`src/rtl/vpg_pkg.sv`:
```
package vpg_pkg;

  typedef enum logic [2:0] {
    ST_GATED     = 3'd0,
    ST_EMULATE   = 3'd1,
    ST_PWR_UP    = 3'd2,
    ST_ON        = 3'd3,
    ST_PWR_DOWN  = 3'd4
  } vpg_state_e;

  localparam logic [2:0] DIV_EMU  = 3'd4;
  localparam logic [2:0] DIV_FULL = 3'd1;

endpackage

```
`src/rtl/vpg_cfg_shadow.sv`:
```
module vpg_cfg_shadow #(
  parameter int EMU_W    = 3,
  parameter int EMU_MIN  = 4,
  parameter int EMU_DEF  = 6,
  parameter int STALL_W  = 16,
  parameter int ISO_W    = 8,
  parameter int UNITS_W  = 12,
  parameter int UNIT_W   = 16,
  localparam int IDLE_W  = UNITS_W + UNIT_W
) (
  input  logic               clk,
  input  logic               rst,
  input  logic               sample,
  input  logic [EMU_W-1:0]   cfg_emu_ops,
  input  logic [STALL_W-1:0] cfg_stall_cycles,
  input  logic [ISO_W-1:0]   cfg_iso_cycles,
  input  logic [UNITS_W-1:0] cfg_idle_units,
  input  logic [UNIT_W-1:0]  cfg_cycles_per_unit,
  output logic [EMU_W-1:0]   emu_lim,
  output logic [STALL_W-1:0] stall_len,
  output logic [ISO_W-1:0]   iso_len,
  output logic [IDLE_W-1:0]  idle_thr
);

  logic [IDLE_W-1:0] prod;

  always_comb begin
    prod = IDLE_W'(cfg_idle_units) * IDLE_W'(cfg_cycles_per_unit);
  end

  always_ff @(posedge clk) begin
    if (rst) begin
      emu_lim   <= EMU_W'(EMU_DEF);
      stall_len <= STALL_W'(1);
      iso_len   <= ISO_W'(1);
      idle_thr  <= IDLE_W'(1);
    end else if (sample) begin
      emu_lim   <= (cfg_emu_ops < EMU_W'(EMU_MIN)) ? EMU_W'(EMU_MIN) : cfg_emu_ops;
      stall_len <= (cfg_stall_cycles == '0) ? STALL_W'(1) : cfg_stall_cycles;
      iso_len   <= (cfg_iso_cycles == '0) ? ISO_W'(1) : cfg_iso_cycles;
      idle_thr  <= (prod == '0) ? IDLE_W'(1) : prod;
    end
  end

endmodule

```
`src/rtl/vpg_phase_cnt.sv`:
```
module vpg_phase_cnt #(
  parameter int W = 16
) (
  input  logic         clk,
  input  logic         rst,
  input  logic         load,
  input  logic [W-1:0] load_val,
  input  logic         run,
  output logic         last
);

  logic [W-1:0] cnt;

  always_ff @(posedge clk) begin
    if (rst) begin
      cnt <= '0;
    end else if (load) begin
      cnt <= load_val;
    end else if (run && cnt != '0) begin
      cnt <= cnt - W'(1);
    end
  end

  assign last = run && (cnt == W'(1));

endmodule

```
`src/rtl/vpg_idle_timer.sv`:
```
module vpg_idle_timer #(
  parameter int W = 28
) (
  input  logic         clk,
  input  logic         rst,
  input  logic         active,
  input  logic         kick,
  input  logic [W-1:0] thr,
  output logic         expire
);

  logic [W-1:0] cnt;
  logic [W-1:0] cnt_inc;

  assign cnt_inc = cnt + W'(1);
  assign expire  = active && !kick && (cnt_inc == thr);

  always_ff @(posedge clk) begin
    if (rst || !active || kick) begin
      cnt <= '0;
    end else begin
      cnt <= cnt_inc;
    end
  end

endmodule

```
`src/rtl/vpg_ctrl.sv`:
```
module vpg_ctrl
  import vpg_pkg::*;
#(
  parameter int NTHREADS = 2,
  parameter int EMU_W    = 3,
  parameter int EMU_MIN  = 4,
  parameter int EMU_DEF  = 6,
  parameter int STALL_W  = 16,
  parameter int ISO_W    = 8,
  parameter int UNITS_W  = 12,
  parameter int UNIT_W   = 16
) (
  input  logic                clk,
  input  logic                rst,
  input  logic                wide_op,
  input  logic [EMU_W-1:0]    cfg_emu_ops,
  input  logic [STALL_W-1:0]  cfg_stall_cycles,
  input  logic [ISO_W-1:0]    cfg_iso_cycles,
  input  logic [UNITS_W-1:0]  cfg_idle_units,
  input  logic [UNIT_W-1:0]   cfg_cycles_per_unit,
  output logic                pwr_en,
  output logic                emu_mode,
  output logic                core_stall,
  output logic [NTHREADS-1:0] thread_stall,
  output logic                iso_en,
  output logic [2:0]          thr_div
);

  localparam int IDLE_W = UNITS_W + UNIT_W;
  localparam int PH_W   = (STALL_W > ISO_W) ? STALL_W : ISO_W;

  vpg_state_e st, nxt;

  logic [EMU_W-1:0]   emu_lim;
  logic [STALL_W-1:0] stall_len;
  logic [ISO_W-1:0]   iso_len;
  logic [IDLE_W-1:0]  idle_thr;
  logic [EMU_W-1:0]   emu_cnt;
  logic [EMU_W:0]     emu_cnt_nx;
  logic               ph_load;
  logic [PH_W-1:0]    ph_val;
  logic               ph_run;
  logic               ph_last;
  logic               idle_expire;

  // Configuration capture: only while gated.
  vpg_cfg_shadow #(
    .EMU_W(EMU_W), .EMU_MIN(EMU_MIN), .EMU_DEF(EMU_DEF),
    .STALL_W(STALL_W), .ISO_W(ISO_W), .UNITS_W(UNITS_W), .UNIT_W(UNIT_W)
  ) u_shadow (
    .clk                 (clk),
    .rst                 (rst),
    .sample              (st == ST_GATED),
    .cfg_emu_ops         (cfg_emu_ops),
    .cfg_stall_cycles    (cfg_stall_cycles),
    .cfg_iso_cycles      (cfg_iso_cycles),
    .cfg_idle_units      (cfg_idle_units),
    .cfg_cycles_per_unit (cfg_cycles_per_unit),
    .emu_lim             (emu_lim),
    .stall_len           (stall_len),
    .iso_len             (iso_len),
    .idle_thr            (idle_thr)
  );

  // One counter times both the settling stall and the isolation window.
  assign ph_run = (st == ST_PWR_UP) || (st == ST_PWR_DOWN);

  vpg_phase_cnt #(.W(PH_W)) u_phase (
    .clk      (clk),
    .rst      (rst),
    .load     (ph_load),
    .load_val (ph_val),
    .run      (ph_run),
    .last     (ph_last)
  );

  vpg_idle_timer #(.W(IDLE_W)) u_idle (
    .clk    (clk),
    .rst    (rst),
    .active (st == ST_ON),
    .kick   (wide_op),
    .thr    (idle_thr),
    .expire (idle_expire)
  );

  assign emu_cnt_nx = {1'b0, emu_cnt} + (EMU_W+1)'(1);

  always_comb begin
    nxt     = st;
    ph_load = 1'b0;
    ph_val  = '0;
    unique case (st)
      ST_GATED: begin
        if (wide_op) nxt = ST_EMULATE;
      end
      ST_EMULATE: begin
        if (wide_op && emu_cnt_nx == {1'b0, emu_lim}) begin
          nxt     = ST_PWR_UP;
          ph_load = 1'b1;
          ph_val  = PH_W'(stall_len);
        end
      end
      ST_PWR_UP: begin
        if (ph_last) nxt = ST_ON;
      end
      ST_ON: begin
        if (idle_expire) begin
          nxt     = ST_PWR_DOWN;
          ph_load = 1'b1;
          ph_val  = PH_W'(iso_len);
        end
      end
      ST_PWR_DOWN: begin
        if (wide_op) begin
          nxt     = ST_PWR_UP;
          ph_load = 1'b1;
          ph_val  = PH_W'(stall_len);
        end else if (ph_last) begin
          nxt = ST_GATED;
        end
      end
      default: nxt = ST_GATED;
    endcase
  end

  always_ff @(posedge clk) begin
    if (rst) begin
      st      <= ST_GATED;
      emu_cnt <= '0;
    end else begin
      st <= nxt;
      if (st == ST_GATED && wide_op) begin
        emu_cnt <= EMU_W'(1);
      end else if (st == ST_EMULATE && wide_op) begin
        emu_cnt <= emu_cnt_nx[EMU_W-1:0];
      end
    end
  end

  // Outputs registered from the next state.
  always_ff @(posedge clk) begin
    if (rst) begin
      pwr_en       <= 1'b0;
      emu_mode     <= 1'b0;
      core_stall   <= 1'b0;
      thread_stall <= '0;
      iso_en       <= 1'b0;
      thr_div      <= DIV_FULL;
    end else begin
      pwr_en       <= (nxt == ST_PWR_UP) || (nxt == ST_ON);
      emu_mode     <= (nxt == ST_EMULATE);
      core_stall   <= (nxt == ST_PWR_UP);
      thread_stall <= {NTHREADS{nxt == ST_PWR_UP}};
      iso_en       <= (nxt == ST_PWR_DOWN);
      thr_div      <= (nxt == ST_EMULATE) ? DIV_EMU : DIV_FULL;
    end
  end

endmodule

```
`config.mk`:
```
export PLATFORM = sky130hd
export DESIGN_NAME = vpg_ctrl
export DESIGN_NICKNAME = d
export VERILOG_FILES = /design/src/rtl/vpg_pkg.sv /design/src/rtl/vpg_cfg_shadow.sv /design/src/rtl/vpg_phase_cnt.sv /design/src/rtl/vpg_idle_timer.sv /design/src/rtl/vpg_ctrl.sv
export SDC_FILE = /design/constraint.sdc
export NUM_CORES = 1
export LEC_CHECK = 0
export CORE_AREA = 2 2 164 166
export CTS_CLUSTER_DIAMETER = 30
export DETAILED_ROUTE_END_ITERATION = 12
export DIE_AREA = 0 0 166 168
export DONT_BUFFER_PORTS = 1
export HOLD_SLACK_MARGIN = 0.1
export PLACE_DENSITY_LB_ADDON = 0.1
export SETUP_SLACK_MARGIN = 0.02
export SYNTH_ARGS = -nofsm -noshare
export SYNTH_HDL_FRONTEND = slang
export SYNTH_SLANG_ARGS = --single-unit
```
`constraint.sdc`:
```
create_clock -name clk -period 7.9 [get_ports clk]
set_input_delay 1.58 -clock clk [delete_from_list [all_inputs] [get_ports clk]]
set_output_delay 1.58 -clock clk [all_outputs]
set_load 0.1 [all_outputs]
```
# ---- Word-level counts from Yosys, hierarchy flattened
# Index checks and enable logic that the tools add are counted.
dict set report word_totals {
  elab_cells 76
  input_bits 58
  out_inout_bits 9
  regBits 113
}
dict set report classes {
  add_sub_neg 3
  muxes 24
  reduce_logical 21
  n_mul 1
  order_cmp 1
  eq_ne 11
}
# operator n
set op_table {}
lappend op_table {{$mux 16} 5}
lappend op_table {{$pmux 16 s3} 1}
lappend op_table {{$add 28x1->28 const B} 1}
lappend op_table {{$eq 28x28->1} 1}
lappend op_table {{$logic_not 28->1} 1}
lappend op_table {{$mul 12x16->28} 1}
lappend op_table {{$mux 28} 1}
lappend op_table {{$mux 3} 8}
lappend op_table {{$eq 16x1->1 const B} 1}
lappend op_table {{$logic_not 16->1} 1}
lappend op_table {{$mux 8} 2}
lappend op_table {{$reduce_bool 16->1} 1}
lappend op_table {{$sub 16x1->16 const B} 1}
lappend op_table {{$pmux 3 s5} 1}
lappend op_table {{$eq 3x2->1 const B} 4}
lappend op_table {{$logic_not 8->1} 1}
lappend op_table {{$logic_and 1x1->1} 7}
lappend op_table {{$eq 3x1->1 const B} 2}
lappend op_table {{$eq 3x3->1 const B} 2}
lappend op_table {{$mux 1} 5}
lappend op_table {{$add 3x1->4 const B} 1}
lappend op_table {{$eq 4x3->1} 1}
lappend op_table {{$logic_or 1x1->1} 4}
lappend op_table {{$reduce_bool 2->1} 2}
lappend op_table {{other kinds (5)} 6}

# ---- Logic depth before layout (Yosys ltp)
# Gate-level depths: netlist of run 1.
dict set report logic_depth {
  ltp_word 8
  mapped_depth 23
  depth_no_buf 22
}

# ---- By module
# A second synthesis of run 1 with hierarchy kept.
dict set report unflattened {
  cells_unflattened 1415
  area_unflattened_um2 12084.1
}
# mod instances seq_area_each_um2 area_per_inst_um2 cells_each
set by_module_without_submodules {}
lappend by_module_without_submodules {vpg_cfg_shadow 1 1081.0 8418.1 986}
lappend by_module_without_submodules {vpg_idle_timer 1 560.5 1928.1 221}
lappend by_module_without_submodules {vpg_phase_cnt 1 320.3 999.7 121}
lappend by_module_without_submodules {vpg_ctrl 1 220.2 738.2 87}

# ---- Least setup slack after synthesis of run 1
# OpenSTA, ideal clock, no wires.
dict set report synth_timing {
  path_kind {input port to flip-flop}
  from {input port cfg_idle_units[11]}
  to {register u_shadow.idle_thr[0]}
  required_ns 7.835
  setup_time_ns 0.065
  path_slack_ns 0.634
  path_stages 20
  arrival_ns 7.202
  path_buffers 1
  path_cell_list {clkbuf_1 nand2_1 fa_1 fa_1 inv_1 fa_1 fa_1 inv_1 fa_1 inv_1 ha_1 and3_1 a311oi_1 o31ai_1 o31a_1 a221oi_1 mux2i_1 nand4_1 o41a_1 nor2_1}
}
dict set report synth_between {
  elab_chain_len 3
}
# item line
set synth_rtl {}
lappend synth_rtl {{start: declaration} vpg_ctrl.sv:19} ;# input logic [UNITS_W-1:0] cfg_idle_units,
lappend synth_rtl {{$mul 12x16->28} vpg_cfg_shadow.sv:28} ;# prod = IDLE_W'(cfg_idle_units) * IDLE_W'(cfg_cycles_per_unit);
lappend synth_rtl {{$logic_not 28->1} vpg_cfg_shadow.sv:41} ;# idle_thr <= (prod == '0) ? IDLE_W'(1) : prod;
lappend synth_rtl {{$mux 28} vpg_cfg_shadow.sv:41}
lappend synth_rtl {{end signal: assignment} vpg_cfg_shadow.sv:41}
lappend synth_rtl {{end: declaration} vpg_cfg_shadow.sv:22} ;# output logic [IDLE_W-1:0] idle_thr
# No other way between the ends.
# A chain may end at the register's enable or synchronous reset.

# ---- Worst setup path in the final report of run 1
dict set report layout_timing {
  from {input port cfg_cycles_per_unit[3]}
  to {register u_shadow.idle_thr[0]}
}
dict set report layout_between {
  elab_chain_len 3
}
# item line
set layout_rtl {}
lappend layout_rtl {{start: declaration} vpg_ctrl.sv:20} ;# input logic [UNIT_W-1:0] cfg_cycles_per_unit,
lappend layout_rtl {{$mul 12x16->28} vpg_cfg_shadow.sv:28}
lappend layout_rtl {{$logic_not 28->1} vpg_cfg_shadow.sv:41}
lappend layout_rtl {{$mux 28} vpg_cfg_shadow.sv:41}
# No other way between the ends.

==> results.cfg, run 1 <==
[setup_path]
slowest_delay_ns = 0.54
ff2ff_setup_slack_ns = 3.38
critical_path.cell_chain = and2_1 -> fa_1 -> inv_1 -> fa_1 -> inv_1 -> fa_1 -> fa_1 -> inv_1 -> fa_1 -> inv_1 -> ha_1 -> and3_1 -> a311oi_1 -> buf_4 -> o31ai_1 -> o31a_1 -> a221oi_1 -> mux2i_1 -> nand4_1 -> o41a_1 -> nor2_1
r2r-end = u_phase.cnt[8]$_SDFFE_PP0P_
cp_slowest_cell = fa_1
r2r_cells = 11
critPathArrivalTime_ns = 7.16
path_common_cell = fa_1
crit_fanout = 12
setup.worst_path.class = in -> reg
required_ns = 8.20
start_kind = primary input
rr_startpoint = u_idle.cnt[0]$_SDFF_PP0_
critPathCaptureType = register

[synth]
syn-cell-area_um2 = 11500
seq_area_frac_synth_pct = 18.9
async_flop_share_pct = 0
synth-main-ff-cell = dfxtp_1
synth_cells = 1398
avgSynthCellArea_um2 = 8.25
synth-edff-count = 0
synth_warnings = 0
synth_cell_type_count = 71
yosys_register_bits = 109
syn-num-nets = 1666

[power_and_ir_drop]
swShare_pct = 47.5
p_per_area_nw_per_um2 = 328
share_comb_of_total_power_pct = 70.4
power_frac_clock_pct = 12.2
netSwitchingPower_uw = 1880
p_seq_share_pct = 17.4
vdd.ir_drop.worst_mv = 0.225
leakagePower_uw = 0.00539
intPower_uw = 2070

[cts]
clkSinkCount = 109
clkTransAtPathRegs_ns = 0.08
clk_path_buf_depth = 2
cts_hold_buf = 0
clk_latency_ns = 0.36
root_buffer = clkbuf_16
postCtsSetupRepairBufs = 0
htree_levels = 3
tritoncts = built
cts_buffers = 9
cts_resized = 0

[sta]
rsz0062_at_grt = false
max_slew_margin_pct = 24.5
fin_crit_sh_pct = 86.9
maxSlewViolCount = 0
finalSetupViolCount = 0
tns_ns = 0
worst_slew_pin_slew_ns = 1.13
fin_hold_ws_ns = 0.459
hold_violations = 0
fmax_mhz = 146
finClkSkew_ns = 0.0162
setup_ws_ns = 1.03
timing.final.crit_period_ns = 6.87

[flow_run]
maxCapViolCount = 0

[place]
gp_congestion = 0.834
dp_hpwl_um = 22100
pre_cts_slack_ns = 0.622
portBuffers = 0

[global_route]
grt_max_degree = 74
grtUsageTotal_pct = 20.6
grt_pass1_wl_um = 47200
antenna_found_initial = 0
grt_pass1_vias = 9194
overflow = 0

[cells_and_area]
final_cell_mix = nand2_1, inv_1, fa_1, dfxtp_1, nor2_1
antenna_cells = 0
layout_commonest_cell = nand2_1
nets = 1612
fillers = 2595
syn_to_final_growth_pct = 4.33
drive_above_1_share_pct = 3.48

[route]
firstDrtPassIters = 4
drtAntennaViolNets = 0
avgViaCountPerCell = 5.30
dr_total_vias = 8965
finalWirelength_um = 28100
drtIter0Drc = 484
route.detailed.drc = 0
wl_per_cell_um = 16.6

[floorplan]
coreArea_um2 = 26400
rows = 60
io_pins = 67
die_w_um = 166
dieHeight_um = 168
initial_core_util_pct = 43.8
die-area_um2 = 27900

[worst_hold_path]
hp-class = reg -> reg
hp-start = u_shadow.iso_len[2]$_SDFFE_PP0N_
hold_depth = 2
whs_endpoint = u_shadow.iso_len[2]$_SDFFE_PP0N_

[status]
status = complete, no violations
## synthesized netlist by cell type (all sizes together), types with 3 or more instances
master,number,area [µm²]
mux2i,4,40.0
ha,70,876
xnor2,41,359
nand3,39,200
a2111oi,4,60.1
nand4b,3,26.3
o21ai,18,90.1
a22o,5,43.8
a21o,9,67.6
nand2,254,953
o211ai,7,52.6
or4,5,41.3
or2,5,31.3
nor4b,4,35.0
a311oi,3,26.3
clkbuf,55,206
inv,183,687
nand4,20,155
o31ai,4,30.0
nand2b,10,62.6
a31oi,5,31.3
a221oi,7,61.3
or3,3,18.8
buf,16,103
o21a,5,37.5
a21oi,75,375
and2,56,350
nor3,27,140
dfxtp,109,2180
and4,4,35.0
a211oi,9,67.6
and3,19,119
a22oi,6,45.0
xnor3,4,90.1
xor2,26,228
nor2,89,342
nor3b,4,30.0
nor2b,3,18.8
nor4,22,189
a32oi,4,35.0
fa,140,2800
## flip-flops by register name, summed over array words and instances, names as in the netlist
name,cells
u_idle.cnt,28
iso_en,1
u_phase.cnt,16
thread_stall,1
st,3
u_shadow.idle_thr,28
pwr_en,1
u_shadow.iso_len,8
thr_div,2
u_shadow.emu_lim,2
emu_cnt,3
u_shadow.stall_len,16
## how the worst max path moves through the flow
stage,start,end,slack [ns],depth (start not counted)
after detailed placement,cfg_cycles_per_unit[3],u_shadow.idle_thr[0]$_SDFFE_PP1N_,0.62,21
after global placement,cfg_cycles_per_unit[3],u_shadow.idle_thr[0]$_SDFFE_PP1N_,0.67,21
after CTS,cfg_cycles_per_unit[3],u_shadow.idle_thr[0]$_SDFFE_PP1N_,1.0,21
final,cfg_cycles_per_unit[3],u_shadow.idle_thr[0]$_SDFFE_PP1N_,1.03,21
after global routing,cfg_cycles_per_unit[8],u_shadow.idle_thr[0]$_SDFFE_PP1N_,0.65,18
after floorplan,cfg_idle_units[11],u_shadow.idle_thr[0]$_SDFFE_PP1N_,0.63,20
## per-layer routing
layer  part of all wire [%]  vias to the layer above  global-route usage (%)
met4                    1.2                        0                    4.23
li1                       -                     4423                       -
met5                      0                        -                       0
met2                     46                      167                    34.3
met3                    3.5                       25                    2.19
met1                     49                     4350                    29.2
## logic make-up after synthesis
group,Yosys count,share of synthesized area (%)
and+or+nand+nor,571,24.1
buffers and inverters,254,8.63
adders and majority gates,210,31.9
AOI/OAI and AO/OA,178,10.2
DFF,109,18.9
xor gates and xnor gates,71,5.87
muxes,4,0.347
other,1,0.0325
## metrics by stage
step | cell area [µm²] | std cells | utilization [%] | total power (µW)
2_1_floorplan | 11500 | 1398 | - | 2890
3_3_place_gp | 11700 | 1674 | 44.5 | 3470
3_5_place_dp | 11700 | 1674 | 44.5 | 3490
4_1_cts | 12000 | 1690 | 45.7 | 3990
5_1_grt | 12000 | 1690 | 45.7 | 4440
6_report | 12000 | 1690 | 45.7 | 3950
## layout make-up
class / instances / area [µm²] / share of cell area (%)
multi-input cells: 1035 / 8370 / 69.6
well taps: 341 / 427 / 3.55
repair buffers: 6 / 45.0 / 0.374
flip-flops and latches: 109 / 2180 / 18.2
inverters: 183 / 687 / 5.71
clock buffers: 9 / 225 / 1.87
clock inverters: 7 / 91.3 / 0.759
## power by group through the flow
stage / Clock, µW / Sequential, µW / Combinational [µW]
2_1_floorplan: 0 / 668 / 2220
3_3_place_gp: 0 / 698 / 2770
3_5_place_dp: 0 / 699 / 2790
4_1_cts: 494 / 686 / 2810
5_1_grt: 515 / 694 / 3230
6_report: 484 / 687 / 2780
## critical path: cells and delay by family
| family | cells | cell delay, ns |
|---|---|---|
| multiplexers | 1 | 0.23 |
| AND/OR/NAND/NOR | 4 | 0.58 |
| AO/OA/AOI/OAI | 5 | 1.49 |
| adder cells (fa/ha/maj) | 6 | 2.90 |
| buffers and inverters | 5 | 0.36 |
Power figures use the tool's default switching activity.
==> run 2: changes to the inputs <==
--- a/config.mk
+++ b/config.mk
@@ -5,14 +5,15 @@
 export SDC_FILE = /design/constraint.sdc
 export NUM_CORES = 1
 export LEC_CHECK = 0
-export CORE_AREA = 2 2 164 166
+export CORE_AREA = 2 2 167 169
 export CTS_CLUSTER_DIAMETER = 30
 export DETAILED_ROUTE_END_ITERATION = 12
-export DIE_AREA = 0 0 166 168
+export DIE_AREA = 0 0 169 171
 export DONT_BUFFER_PORTS = 1
 export HOLD_SLACK_MARGIN = 0.1
 export PLACE_DENSITY_LB_ADDON = 0.1
 export SETUP_SLACK_MARGIN = 0.02
 export SYNTH_ARGS = -nofsm -noshare
 export SYNTH_HDL_FRONTEND = slang
+export SYNTH_HIERARCHICAL = 1
 export SYNTH_SLANG_ARGS = --single-unit
==> run 2 against run 1 <==
Compared with the run above:
- critical path type unchanged
- final area up 4.5%
- sequential power up 1%
- largest power group unchanged
- global-route usage up 0.082 points
- hold slack better by 0.0081 ns
==> results.cfg, run 2 <==
[cts]
clkSinkCount = 109
postCtsSetupRepairBufs = 0
cts_hold_buf = 0
htree_levels = 3
cts_resized = 0
tritoncts = built
clkTransAtPathRegs_ns = 0.08
clk_latency_ns = 0.35
root_buffer = clkbuf_16
cts_buffers = 9
clk_path_buf_depth = 2

[place]
portBuffers = 0
pre_cts_slack_ns = 0.968
gp_congestion = 0.848
dp_hpwl_um = 22600
placed_cells = 1691

[sta]
hold_violations = 0
fin_hold_ws_ns = 0.467
worst_slew_pin_slew_ns = 0.998
finClkSkew_ns = 0.0102
fmax_mhz = 152
tns_ns = 0
timing.final.crit_period_ns = 6.58
setup_ws_ns = 1.32
finalSetupViolCount = 0
fin_crit_sh_pct = 83.3
max_slew_margin_pct = 33.6
maxSlewViolCount = 0
rsz0062_at_grt = false

[synth]
async_flop_share_pct = 0
syn-num-nets = 1683
yosysMostFrequentCell = inv_1
seq_area_frac_synth_pct = 18.1
synth_cell_type_count = 93
synthTopCellsByCount = inv_1, nand2_1, fa_1, nor2_1, dfxtp_1
synth_warnings = 6
yosysTopAreaCell = fa_1
synth-edff-count = 0
synth_top_area_share_pct = 23.2
synth_cells = 1415
syn-cell-area_um2 = 12100
yosys_register_bits = 109
synthTopCellsByArea = fa_1, dfxtp_1, ha_1, inv_1, nand2_1
synth-main-ff-cell = dfxtp_1
avgSynthCellArea_um2 = 8.54

[floorplan]
die_w_um = 169
initial_core_util_pct = 44.2
dieHeight_um = 171
coreArea_um2 = 27300
rows = 61
io_pins = 67
die-area_um2 = 28900

[cells_and_area]
final_cells = 1707
nets = 1624
top_regs = u_idle/cnt x28, u_shadow/idle_thr x28
antenna_cells = 0
final_util_pct = 46.0
final_cell_mix = inv_1, nand2_1, fa_1, nor2_1, dfxtp_1
drive_above_1_share_pct = 4.19
fillers = 2753
layout_commonest_cell = inv_1
syn_to_final_growth_pct = 4.03

[global_route]
grt_pass1_wl_um = 48400
grt_pass1_vias = 9367
antenna_found_initial = 0
grtUsageTotal_pct = 20.7
overflow = 0
grt_max_degree = 83

[route]
finalWirelength_um = 28900
wl_per_cell_um = 17.0
dr_total_vias = 9189
avgViaCountPerCell = 5.38
firstDrtPassIters = 4
route.detailed.drc = 0
drtIter0Drc = 459
drtAntennaViolNets = 0

[power_and_ir_drop]
leakagePower_uw = 0.00578
vdd.ir_drop.worst_mv = 0.236
p_per_area_nw_per_um2 = 368

[setup_path]
setup.worst_path.class = in -> reg
start_kind = primary input
crit_fanout = 12
critPathArrivalTime_ns = 6.86
required_ns = 8.18
critPathCaptureType = register

[flow_run]
maxCapViolCount = 0

[worst_hold_path]
hp-class = reg -> reg

[status]
status = complete, no violations
[run 2: path summary, 6_finish.rpt]
| path | slack [ns] | end | startpoint | cells past startpoint |
|---|---|---|---|---|
| max reg2reg | 2.88 | u_phase/cnt[9]$_SDFFE_PP0P_ | u_idle/cnt[0]$_SDFF_PP0_ | 13 |
| min reg2reg | 0.47 | emu_cnt[1]$_SDFFE_PP0P_ | emu_cnt[1]$_SDFFE_PP0P_ | 2 |
| max | 1.32 | u_shadow/idle_thr[0]$_SDFFE_PP1P_ | cfg_cycles_per_unit[6] | 20 |
| min | 0.47 | emu_cnt[1]$_SDFFE_PP0P_ | emu_cnt[1]$_SDFFE_PP0P_ | 2 |
[run 2: critical path, cell delays in order]
cell and delay, ns:
and2_1 0.15, fa_1 0.53, inv_1 0.05, fa_1 0.53, inv_1 0.05, fa_1 0.52
fa_1 0.55, inv_1 0.05, fa_1 0.52, inv_1 0.04, ha_1 0.37, a21oi_1 0.27
o21ai_0 0.15, or3_1 0.34, o21ai_2 0.22, mux2i_1 0.28, o211ai_1 0.14, nor4_2 0.29
nand4_1 0.13, nand3_1 0.10
[run 2: routing by layer]
metal  vias to the layer above  GRT usage (%)  share of wire, %
met5                         -              0                 0
li1                       4556              -                 -
met1                      4463           28.6                49
met4                         0           3.75              0.96
met3                        18           2.08               3.2
met2                       152           35.6                47
[run 2: where the power goes]
| part | switching (µW) | internal (µW) | leakage [µW] |
|---|---|---|---|
| logic | 1990 | 1470 | 0.00473 |
| clock network | 217 | 261 | 0.000157 |
| registers | 71.8 | 622 | 0.000893 |
[run 2: logic make-up after synthesis]
kind of cell / synth area share (%)
mux: 3.06
xor+xnor: 5.81
compound gates: 10.8
buf+inv: 8.52
simple gates: 23.3
flops: 18.1
other cells: 0.0621
fa+ha+maj: 30.4
[run 2: through the flow]
stage / total power [µW] / area (µm²)
floorplan: 3450 / 12100
global placement: 4160 / 12300
detailed placement: 4170 / 12300
CTS: 4680 / 12600
global route: 5170 / 12600
finish: 4630 / 12600
[run 2: final cells by class]
class                   instances  area, µm²  area share (%)
flip-flops and latches        109       2180            17.4
clock buffers                  10        239            1.90
well taps                     346        433            3.44
repair buffers                  3       42.5           0.338
clock inverters                 6       77.6           0.617
inverters                     191        717            5.70
multi-input cells            1042       8880            70.6
==> run 3: changes to the inputs <==
==> constraint.sdc (replaced) <==
create_clock -name clk -period 6.3 [get_ports clk]
set_input_delay 1.26 -clock clk [delete_from_list [all_inputs] [get_ports clk]]
set_output_delay 1.26 -clock clk [all_outputs]
set_load 0.1 [all_outputs]
==> run 3 against run 2 <==
Compared with the run above:
- clock skew increased by 0.0032 ns
- largest power group unchanged
- non-clock buffer count is 35 higher
- register-to-register slack worse by 1.2 ns
- flip-flop and latch count stayed put
- largest cell class unchanged
- via count grew 0.91%
- sequential power is 25% higher
- die area did not move
- critical path depth did not move
- global-route usage rose by 0.072 points
==> results.cfg, run 3 (synthesis results as in run 2) <==
[status]
status = complete, no violations

[worst_hold_path]
hp-class = reg -> reg
hp-start = emu_cnt[1]$_SDFFE_PP0P_

[place]
dp_hpwl_um = 22800
portBuffers = 0
gp_congestion = 0.863
placed_cells = 1724
dpl_cell_area_um2 = 12500

[route]
firstDrtPassIters = 5
avgViaCountPerCell = 5.32
route.detailed.drc = 0
drtIter0Drc = 377
drtAntennaViolNets = 0
dr_total_vias = 9273
finalWirelength_um = 28800
wl_per_cell_um = 16.5

[setup_path]
ff2ff_setup_slack_ns = 1.66
cp-endpoint = u_shadow/idle_thr[0]$_SDFFE_PP1P_
path_common_cell = fa_1
start_kind = primary input
crit_start = cfg_cycles_per_unit[5]
cp_top_family = adder cells
required_ns = 6.58
path_buf_inv = 4
critPathCaptureType = register
critical_path.cell_chain = nand2_1 -> fa_1 -> fa_1 -> fa_1 -> inv_1 -> fa_1 -> inv_1 -> fa_1 -> inv_1 -> ha_1 -> and3_4 -> and3_4 -> a211oi_2 -> buf_4 -> o41a_1 -> o21a_1 -> a22o_1 -> a211oi_2 -> nand4_1 -> nand3_1
cp_slowest_cell = fa_1
slowest_delay_ns = 0.57
crit_fanout = 12
path_depth = 20
rr_startpoint = u_idle/cnt[0]$_SDFF_PP0_
r2r_cells = 13
critPathArrivalTime_ns = 6.31
r2r-end = u_phase/cnt[9]$_SDFFE_PP0P_
setup.worst_path.class = in -> reg

[global_route]
grt_pass1_vias = 9413
grtUsageTotal_pct = 20.8
grt_pass1_wl_um = 48800
grt.busiest_layer = met2
grt_use_met1_pct = 29.3
met2_usage_pct = 35.3
antenna_found_initial = 0
grt_use_met3_pct = 2.27
overflow = 0
grt_max_degree = 83

[cts]
clkTransAtPathRegs_ns = 0.08
root_buffer = clkbuf_16
htree_levels = 3
tritoncts = built
clkSinkCount = 109
clk_latency_ns = 0.35
cts_buffers = 9
clk_path_buf_depth = 2

[sta]
fin_crit_sh_pct = 95.7
hold_violations = 0
maxSlewViolCount = 0
rsz0062_at_grt = false
timing.final.crit_period_ns = 6.03
worst_slew_pin_slew_ns = 0.993
finalSetupViolCount = 0
max_slew_margin_pct = 33.9
finClkSkew_ns = 0.0134
fmax_mhz = 166

[flow_run]
maxCapViolCount = 0

[floorplan]
die_w_um = 169
die-area_um2 = 28900
io_pins = 67
coreArea_um2 = 27300
dieHeight_um = 171
initial_core_util_pct = 44.2
rows = 61

[cells_and_area]
nets = 1659
final_util_pct = 47.2
top_regs = u_idle/cnt x28, u_shadow/idle_thr x28
layout_commonest_cell = inv_1
antenna_cells = 0
final_cell_mix = inv_1, nand2_1, fa_1, nor2_1, dfxtp_1
drive_above_1_share_pct = 7.38
final_cells = 1742
syn_to_final_growth_pct = 6.70
final_cell_area_um2 = 12900

[power_and_ir_drop]
vdd.ir_drop.worst_mv = 0.424
share_comb_of_total_power_pct = 78.3
p_seq_share_pct = 12.9
netSwitchingPower_uw = 3120
leakagePower_uw = 0.00594
swShare_pct = 46.1
intPower_uw = 3640
p_per_area_nw_per_um2 = 524
power_frac_clock_pct = 8.8
## run 3: tightest hold or removal path, cell delays in order, from the launching register on
cell     delay, ns
dfxtp_1       0.33
nand2_1       0.05
a21oi_1       0.05
## run 3: through the flow
| stage | TNS, ns | setup WS [ns] | hold WS (ns) | total power [µW] |
|---|---|---|---|---|
| after global routing | 0 | 0.00804 | 0.487 | 7470 |
| after floorplan | 0 | 0.0258 | 0.439 | 4390 |
| after CTS | 0 | 0.231 | 0.471 | 6570 |
| final | 0 | 0.273 | 0.464 | 6760 |
| after global placement | -0.0323 | -0.0216 | 0.451 | 5910 |
| after detailed placement | -0.218 | -0.119 | 0.458 | 5930 |
## run 3: timing repair
item | CTS | global route
setup buffers | 0 | 2
hold buffers | 0 | 0
gates resized for setup | 0 | 9
setup endpoints to repair | 0 | 2
hold endpoints to repair | 0 | 0
## run 3: area by class of cell
cell class / instances / area [µm²]
Fill cell: 2715 / 14400
Multi-Input combinational cell: 1042 / 8950
Sequential cell: 109 / 2180
Inverter: 191 / 717
Tap cell: 346 / 433
Timing Repair Buffer: 38 / 285
Clock buffer: 10 / 239
Clock inverter: 6 / 80.1
## run 3: power groups by stage
stage / combinational, µW / sequential [µW] / clock (µW)
floorplan: 3540 / 853 / 0
global placement: 5030 / 883 / 0
detailed placement: 5050 / 885 / 0
CTS: 5080 / 869 / 615
global route: 5940 / 878 / 643
finish: 5290 / 869 / 597
## run 3: routing by layer
| layer | wire (µm) | vias to the layer above |
|---|---|---|
| met3 | 853 | 12 |
| li1 | - | 4607 |
| met1 | 14100 | 4521 |
| met5 | 0 | - |
| met2 | 13700 | 133 |
| met4 | 177 | 0 |
## run 3: how the worst min path moves through the flow
| stage | endpoint | slack [ns] | depth (start not counted) |
|---|---|---|---|
| after global routing | emu_cnt[1]$_SDFFE_PP0P_ | 0.49 | 2 |
| final | emu_cnt[1]$_SDFFE_PP0P_ | 0.46 | 2 |
| after CTS | emu_cnt[1]$_SDFFE_PP0P_ | 0.47 | 2 |
| after detailed placement | u_shadow/iso_len[0]$_SDFFE_PP1P_ | 0.46 | 1 |
| after global placement | emu_cnt[1]$_SDFFE_PP0P_ | 0.45 | 2 |
| after floorplan | u_shadow/iso_len[0]$_SDFFE_PP1P_ | 0.44 | 1 |
